<file path="src/rtl/sat_pkg.sv">
package sat_pkg;
  typedef enum logic [3:0] {
    OP_SADD   = 4'd0,
    OP_SSUB   = 4'd1,
    OP_SADDF  = 4'd2,
    OP_SDBL   = 4'd3,
    OP_UADD   = 4'd4,
    OP_USUB   = 4'd5,
    OP_SSATW  = 4'd6,
    OP_USATW  = 4'd7,
    OP_SSATH  = 4'd8,
    OP_USATH  = 4'd9
  } sat_op_e;
endpackage

</file>
<file path="src/rtl/sat_addsub.sv">
module sat_addsub #(
  parameter int DW = 32
) (
  input  logic [DW-1:0] a,
  input  logic [DW-1:0] b,
  input  logic          is_sub,
  input  logic          is_uns,
  input  logic          no_clamp,
  output logic [DW-1:0] res,
  output logic          clamp
);
  localparam logic [DW-1:0] SMAX = {1'b0, {(DW-1){1'b1}}};
  localparam logic [DW-1:0] SMIN = {1'b1, {(DW-1){1'b0}}};

  logic [DW:0]   wide;
  logic [DW-1:0] raw;
  logic          s_ovf;
  logic          u_ovf;

  always_comb begin
    wide  = is_sub ? ({1'b0, a} - {1'b0, b}) : ({1'b0, a} + {1'b0, b});
    raw   = wide[DW-1:0];
    u_ovf = wide[DW];
    if (is_sub)
      s_ovf = (a[DW-1] ^ b[DW-1]) & (raw[DW-1] ^ a[DW-1]);
    else
      s_ovf = ~(a[DW-1] ^ b[DW-1]) & (raw[DW-1] ^ a[DW-1]);

    res   = raw;
    clamp = 1'b0;
    if (is_uns) begin
      if (u_ovf) begin
        res   = is_sub ? '0 : '1;
        clamp = 1'b1;
      end
    end else if (s_ovf) begin
      clamp = 1'b1;
      if (!no_clamp) res = a[DW-1] ? SMIN : SMAX;
    end
  end
endmodule

</file>
<file path="src/rtl/sat_double.sv">
module sat_double #(
  parameter int DW = 32
) (
  input  logic [DW-1:0] a,
  output logic [DW-1:0] res,
  output logic          clamp
);
  localparam logic [DW-1:0] SMAX = {1'b0, {(DW-1){1'b1}}};
  localparam logic [DW-1:0] SMIN = {1'b1, {(DW-1){1'b0}}};
  localparam logic [DW-1:0] HI_T = {2'b01, {(DW-2){1'b0}}};
  localparam logic [DW-1:0] LO_T = {2'b11, {(DW-2){1'b0}}};

  always_comb begin
    if ($signed(a) >= $signed(HI_T)) begin
      res   = SMAX;
      clamp = 1'b1;
    end else if ($signed(a) <= $signed(LO_T)) begin
      res   = SMIN;
      clamp = 1'b1;
    end else begin
      res   = a << 1;
      clamp = 1'b0;
    end
  end
endmodule

</file>
<file path="src/rtl/sat_width_lane.sv">
module sat_width_lane #(
  parameter int LW = 32,
  parameter int NW = 5
) (
  input  logic [LW-1:0] val,
  input  logic [NW-1:0] n,
  input  logic          is_uns,
  output logic [LW-1:0] res,
  output logic          clamp
);
  logic [LW-1:0]        lim;
  logic signed [LW-1:0] top;

  always_comb begin
    lim   = ({{(LW-1){1'b0}}, 1'b1} << n) - 1'b1;
    top   = $signed(val) >>> n;
    res   = val;
    clamp = 1'b0;
    if (is_uns) begin
      if (val[LW-1]) begin
        res   = '0;
        clamp = 1'b1;
      end else if (val > lim) begin
        res   = lim;
        clamp = 1'b1;
      end
    end else begin
      if (!top[LW-1] && (top != '0)) begin
        res   = lim;
        clamp = 1'b1;
      end else if (top[LW-1] && (top != '1)) begin
        res   = ~lim;
        clamp = 1'b1;
      end
    end
  end
endmodule

</file>
<file path="src/rtl/sat_arith_unit.sv">
module sat_arith_unit #(
  parameter int DW = 32
) (
  input  logic                  clk,
  input  logic                  rst_n,
  input  logic                  op_valid,
  input  logic [3:0]            op_code,
  input  logic [DW-1:0]         opnd_a,
  input  logic [DW-1:0]         opnd_b,
  input  logic [$clog2(DW)-1:0] width_sel,
  input  logic                  flag_clr,
  output logic [DW-1:0]         result,
  output logic                  sat_flag
);
  import sat_pkg::*;

  localparam int NW    = $clog2(DW);
  localparam int HW    = DW / 2;
  localparam int LANES = 2;

  logic [DW-1:0] as_res, dbl_res, wfull_res, half_res;
  logic          as_clamp, dbl_clamp, wfull_clamp;
  logic [LANES-1:0] half_clamp;
  logic          is_sub, is_uns, no_clamp, w_uns, h_uns;
  logic          clamp_now;

  assign is_sub   = (op_code == OP_SSUB) || (op_code == OP_USUB);
  assign is_uns   = (op_code == OP_UADD) || (op_code == OP_USUB);
  assign no_clamp = (op_code == OP_SADDF);
  assign w_uns    = (op_code == OP_USATW);
  assign h_uns    = (op_code == OP_USATH);

  sat_addsub #(.DW(DW)) u_addsub (
    .a(opnd_a), .b(opnd_b), .is_sub(is_sub), .is_uns(is_uns),
    .no_clamp(no_clamp), .res(as_res), .clamp(as_clamp)
  );

  sat_double #(.DW(DW)) u_double (
    .a(opnd_a), .res(dbl_res), .clamp(dbl_clamp)
  );

  sat_width_lane #(.LW(DW), .NW(NW)) u_wfull (
    .val(opnd_a), .n(width_sel), .is_uns(w_uns),
    .res(wfull_res), .clamp(wfull_clamp)
  );

  for (genvar g = 0; g < LANES; g++) begin : g_half
    sat_width_lane #(.LW(HW), .NW(NW)) u_whalf (
      .val(opnd_a[g*HW +: HW]), .n(width_sel), .is_uns(h_uns),
      .res(half_res[g*HW +: HW]), .clamp(half_clamp[g])
    );
  end

  always_comb begin
    result    = '0;
    clamp_now = 1'b0;
    case (op_code)
      OP_SADD, OP_SSUB, OP_SADDF, OP_UADD, OP_USUB: begin
        result    = as_res;
        clamp_now = as_clamp;
      end
      OP_SDBL: begin
        result    = dbl_res;
        clamp_now = dbl_clamp;
      end
      OP_SSATW, OP_USATW: begin
        result    = wfull_res;
        clamp_now = wfull_clamp;
      end
      OP_SSATH, OP_USATH: begin
        result    = half_res;
        clamp_now = |half_clamp;
      end
      default: begin
        result    = '0;
        clamp_now = 1'b0;
      end
    endcase
  end

  always_ff @(posedge clk or negedge rst_n) begin
    if (!rst_n)
      sat_flag <= 1'b0;
    else if (flag_clr)
      sat_flag <= 1'b0;
    else if (op_valid && clamp_now)
      sat_flag <= 1'b1;
  end
endmodule

</file>
<file path="config.mk">
export PLATFORM = sky130hd
export DESIGN_NAME = sat_arith_unit
export DESIGN_NICKNAME = d
export VERILOG_FILES = /design/src/rtl/sat_pkg.sv /design/src/rtl/sat_addsub.sv /design/src/rtl/sat_double.sv /design/src/rtl/sat_width_lane.sv /design/src/rtl/sat_arith_unit.sv
export SDC_FILE = /design/constraint.sdc
export NUM_CORES = 1
export LEC_CHECK = 0
export CORE_UTILIZATION = 55
export CTS_CLUSTER_DIAMETER = 100
export DETAILED_ROUTE_END_ITERATION = 6
export DONT_BUFFER_PORTS = 1
export PLACE_DENSITY_LB_ADDON = 0.25
export REMOVE_ABC_BUFFERS = 1
export SLEW_MARGIN = 20
export SYNTH_ARGS = -nofsm -noshare
export SYNTH_HDL_FRONTEND = slang
export SYNTH_HIERARCHICAL = 1
export SYNTH_SLANG_ARGS = --single-unit
</file>
<file path="constraint.sdc">
create_clock -name clk -period 15.7 [get_ports clk]
set_input_delay 2.355 -clock clk [delete_from_list [all_inputs] [get_ports clk]]
set_output_delay 2.355 -clock clk [all_outputs]
set_load 0.005 [all_outputs]
</file>
-- Word-level counts from Yosys, hierarchy flattened
Index checks and enable logic that the tools add are counted.
- register bits after elaboration: 1
- bits of input ports: 77
- output and inout port bits: 33
- add/subtract/negate cells: 4
- order comparisons: 5
- equal/unequal tests: 12
- shift-type cells: 5
- multiplexer cells: 49
- bitwise operators: 7
- reductions and logical operators: 21
- operators with widths (kind ; number):
    32-bit 2-to-1 mux ; 13
    16-bit 2-to-1 mux ; 10
    32-bit one-hot mux with 4 select lines ; 1
    32-bit by 32-bit adder with 33-bit output ; 1
    33-bit 2-to-1 mux ; 1
    32-bit by 32-bit subtractor with 33-bit output ; 1
    32-bit greater-or-equal comparator (second input constant) ; 1
    16-bit > comparator ; 2
    32-bit > comparator ; 1
    32-bit by 31-bit less-or-equal comparator with 1-bit output (second input constant) ; 1
    16-bit != test (second input constant) ; 2
    32-bit != test (second input constant) ; 1
    32-bit inverter ; 1
    16-bit nonzero test ; 2
    32-bit nonzero test ; 1
    1-bit by 5-bit left shift with 32-bit output (first input constant) ; 1
    16-bit by 5-bit >>> shifter with 16-bit output ; 2
    32-bit by 5-bit >>> shifter with 32-bit output ; 1
    32-bit by 1-bit subtractor with 32-bit output (second input constant) ; 1
    1-bit 2-to-1 mux ; 23
    4-bit by 3-bit equality test with 1-bit output (second input constant) ; 4
    16-bit inverter ; 1
    1-bit by 5-bit left shift with 16-bit output (first input constant) ; 1
    16-bit by 1-bit subtractor with 16-bit output (second input constant) ; 1
    other kinds (14) ; 29

-- Logic depth before layout (Yosys ltp)
- depth in word-level cells: 12
- gate-level depth with buffers: 25

-- By module
Netlist, hierarchy kept.
- modules (own cells, without submodules) (module ; instances ; cells each ; area each (um^2)):
    sat_width_lane (u_wfull) ; 1 ; 697 ; 5337.6
    sat_width_lane (g_half[0].u_whalf ...) ; 2 ; 283 ; 2178.3
    sat_addsub ; 1 ; 426 ; 3104.2
    sat_arith_unit ; 1 ; 97 ; 883.3
    sat_double ; 1 ; 86 ; 435.4

-- Least setup slack after synthesis
Ideal clock, no wire load.
- path type: input -> output
- start point: input port width_sel[1]
- end point: output port result[29]
- arrival: 7021 ps
- setup slack: 6324 ps
- stages on the path: 24
- path buffers: 6
- path through: buf_2 > buf_2 > clkbuf_1 > clkbuf_1 > nor2b_1 > nand2_1 > ha_1 > clkbuf_1 > or2_0 > o31ai_1 > a22o_1 > a21boi_0 > ha_1 > a21o_1 > a21oi_1 > o21ai_0 > a221o_1 > a211oi_1 > o21a_1 > clkbuf_1 > or4_1 > o211ai_1 > a22o_1 > a221o_1
- word-level cells in the longest chain between the ends: 7
- elaborated cells between the ends (all ways): 31
- classes of those cells: add/sub (2); order compare (2); eq/ne (2); shift (4); mux (11); bitwise (2); reduce/logical (8)
- RTL lines (element ; line ; text):
    from (decl) ; sat_arith_unit.sv:10 ; input logic [$clog2(DW)-1:0] width_sel,
    1-bit by 5-bit left shift with 32-bit output or 32-bit by 5-bit >>> shifter with 32-bit output (tied branches) ; sat_width_lane.sv:15, sat_width_lane.sv:16 ;
    32-bit by 1-bit subtractor with 32-bit output or 32-bit != test (tied branches) ; sat_width_lane.sv:15, sat_width_lane.sv:31 ;
    32-bit > comparator (tied with other cells) ; sat_width_lane.sv:23 ; end else if (val > lim) begin
    32-bit 2-to-1 mux, on equally long branches ; sat_width_lane.sv:23, sat_width_lane.sv:31 ;
    32-bit 2-to-1 mux, on equally long branches ; sat_width_lane.sv:20, sat_width_lane.sv:28 ;
    32-bit 2-to-1 mux * ; sat_width_lane.sv:19 ; if (is_uns) begin
    named net wfull_res[29] ; sat_arith_unit.sv:21 ; logic [DW-1:0] as_res, dbl_res, wfull_res, half_res;
    32-bit one-hot mux with 4 select lines * ; sat_arith_unit.sv:57 ; case (op_code)
    to (decl) ; sat_arith_unit.sv:12 ; output logic [DW-1:0] result,
The timed path passes the listed nets; every way through them passes the cells marked *.

-- Final worst setup path
- start point: input port width_sel[2]
- end point: output port result[12]
The elaborated chain is that of the path after synthesis.

==> summary.md <==
| Metric | Value |
|---|---|
| Peak supply drop | `0.0369 mV` |
| Unrepaired setup endpoints after global routing | `no` |
| Avg Cell Area, Syn | `7.54 sq um` |
| Power Total | `0.469 mW` |
| Num rows | `58` |
| Setup CP Type | `in -> out` |
| Hold_buf cts | `0` |
| Ys Warns | `6` |
| Fraction of synthesis flops using an asynchronous set or reset pin | `100%` |
| Initial DRC Count | `2243` |
| Met1 usage | `51.8%` |
| # IOs | `110` |
| Global placer's final weighted congestion | `0.982` |
| Area delta synth->final | `-3.73%` |
| Largest net degree at the start of global routing | `150` |
| Number of synthesized flops with an enable pin | `0` |
| Period utilization | `66.5%` |
| R2R cell count | `2` |
| Die X | `162 microns` |
| Final setup TNS | `0 ns` |
| Data arrival, critical path | `8.09 ns` |
| Max cap viols | `0` |
| First-pass GRT wire length | `80.0 mm` |
| GRT busiest layer | `met2` |
| Vias | `15339` |
| # DRC | `0` |
| Clock transition at path regs | `0 ns` |
| Top Registers | `sat_flag (1)` |
| Antenna viol nets, final | `0` |
| NetSw | `0.259 mW` |
| Port Buffer Count | `0` |
| Hpwl dp | `34.7 mm` |
| Worst Max-Slew Pin Slew | `1.04 ns` |
| Maximum clock frequency | `0.0958 GHz` |
| Max Slew Vio Count | `0` |
| Sw frac | `55.3%` |
| Synth top area share | `10.5%` |
| Nets | `1886` |
| Worst Hold Endpoint | `sat_flag` |
| Wire per inst | `25.3 microns` |
| Die H | `162 microns` |
| Antenna violations before repair | `1` |
| Post-cts gate resize count | `0` |
| Static leakage | `5.35 nW` |
| R2r startpoint | `sat_flag` |
| Data required, critical path | `13.35 ns` |
| Worst skew pair latency | `0 ns` |
| Seq cells post-synth | `1` |
| Worst r2r dst | `sat_flag` |
| Hold path depth | `2` |
| TritonRoute pass-1 iters | `6` |
| Gate Count Post-Synth | `1872` |
| Worst-path fanout max | `145` |
| # diodes | `0` |
| Sequential share of the synthesized area | `0.177%` |
| Most flops, register | `sat_flag` |
| Setup-failing EPs final | `0` |
| Register Area | `25.0 sq um` |
| Reg2Reg Setup Slack | `14.87 ns` |
| Synth area leaders | `mux4_2 11%, ha_1 8.3%, mux2i_1 6.1%, a21oi_1 5.2%, nand2_1 4.5%` |
| Total GRT Usage | `38.0%` |
| Ys flop type | `dfrtp_1` |
| CP endpoint kind | `output pin` |
| Routed wire length | `51.7 mm` |
| Via count of the first global-routing pass | `14032` |
| Final hold vios | `0` |
| Flop pwr share | `0.6%` |
| CORE AREA | `25200 sq um` |
| Yosys cell types | `122` |
| Worst hold path class | `reg -> reg` |
| Yosys top cell by area | `mux4_2` |
| P per Cell Area | `34.5 nW/um^2` |
| Worst Clk Skew | `0 ns` |
| Die ar. | `26300 sq um` |
| Min Tclk post-route | `10.44 ns` |
| Multi-input gate area | `12800 sq um` |
| Max reg flops | `1` |
| Startpoint class of the critical path | `input port` |
| M2 GR Usage | `60.2%` |
| Internal Pwr Total | `0.210 mW` |
| Grt total ovfl | `0` |
| Post-CTS setup buffers | `0` |
| Mapped Area | `14100 sq um` |
| Filler cells | `2426` |
| Share of cells above drive strength 1 | `12.1%` |
| Slew margin rel. | `30.4%` |
| Power share of the clock group | `0%` |
| Status | `complete, no violations` |
| Combinational power share | `99.4%` |
| Vias per cell | `7.51` |
| Hold Path Origin | `sat_flag` |
| Met3 Usage GRT | `7.46%` |
| Initial core utilization | `56.1%` |
## layout by cell type, fill, tap and decap left out, drive strengths merged, types with 16 or more instances in the layout
cell type / count
o211ai: 27
nor2: 151
nor3: 58
mux2: 23
a21o: 27
nand4: 26
or4: 16
and3: 29
ha: 94
nor4: 22
a211o: 18
a22oi: 16
nand2b: 43
a22o: 37
o21ai: 87
nand3: 32
a31oi: 26
xnor2: 53
inv: 75
o221ai: 37
nand2: 169
mux4: 73
a221o: 35
a21oi: 163
nor2b: 19
mux2i: 87
## kinds of logic after synthesis
group / Yosys count / share of synthesized area [%]
xor gates and xnor gates: 67 / 4.16
and+or+nand+nor: 657 / 24.6
adders and majority gates: 98 / 8.69
AOI/OAI and AO/OA: 619 / 32.9
other: 1 / 0.0266
buffers and inverters: 246 / 9.44
muxes: 183 / 19.9
DFF: 1 / 0.177
## synthesized netlist by cell type, drive strengths merged, types with 14 or more instances
cell type and count:
a21o 27, nor2 151, a211oi 15, o21ai 87, buf 90, a221o 35, or4 16, and2 15
o221ai 37, a31oi 26, nand2b 43, a21oi 163, mux2i 87, and3 29, mux4 73, inv 75
xor2 14, nor3 58, clkbuf 78, a22o 37, o211ai 27, ha 94, a22oi 16, a211o 18
o32ai 15, mux2 23, nor4 22, nand4 26, nand3 32, or3 15, nand2 169, nor2b 19
xnor2 53, o31ai 14
## through the flow
stage	setup WS (ns)	hold slack (ns)	instances	cell area, sq um	util [%]
floorplan	5.40	0.619	1704	13100	-
global placement	5.70	0.646	2042	13600	53.9
detailed placement	5.57	0.658	2042	13600	53.9
CTS	5.59	0.665	2042	13600	53.9
global route	4.95	0.690	2042	13600	54.0
finish	5.26	0.667	2042	13600	54.0
## power by group through the flow
stage          registers [mW]  clock network [mW]  logic, mW
2_1_floorplan         0.00286                   0      0.363
3_3_place_gp          0.00289                   0      0.448
3_5_place_dp          0.00290                   0      0.453
4_1_cts               0.00290                   0      0.455
5_1_grt               0.00293                   0      0.504
6_report              0.00290                   0      0.467
## how the worst max path moves through the flow
stage | to | start | slack [ns]
6_report | result[12] | width_sel[2] | 5.26
5_1_grt | result[12] | width_sel[2] | 4.95
4_1_cts | result[12] | width_sel[2] | 5.59
3_5_place_dp | result[12] | width_sel[2] | 5.57
3_3_place_gp | result[12] | width_sel[2] | 5.70
2_1_floorplan | result[0] | op_code[1] | 5.40
## worst max-delay path, cell delays in order
cell	delay [ns]
or3_1	0.25
clkinv_1	0.27
nand2_1	0.20
ha_1	0.59
nand2b_1	0.28
nor3_1	0.61
a21oi_1	0.17
ha_1	0.34
a21o_1	0.17
a221o_1	0.34
a21oi_1	0.14
o21ai_0	0.15
a211oi_1	0.32
o21a_1	0.57
nor2_4	0.24
o311ai_0	0.67
a221o_1	0.31
## routing by layer
metal | vias to the layer above | wire length, microns
met5 | - | 0
met4 | 0 | 1620
met3 | 122 | 6210
met2 | 991 | 23000
met1 | 7277 | 20800
li1 | 6949 | -
## area by class of cell
class / instances / share of cell area [%]
Multi-Input combinational cell: 1625 / 94.2
Tap cell: 330 / 3.04
Inverter: 78 / 2.15
Timing Repair Buffer: 8 / 0.442
Sequential cell: 1 / 0.184
No activity file was read; power rests on OpenSTA's default activity.
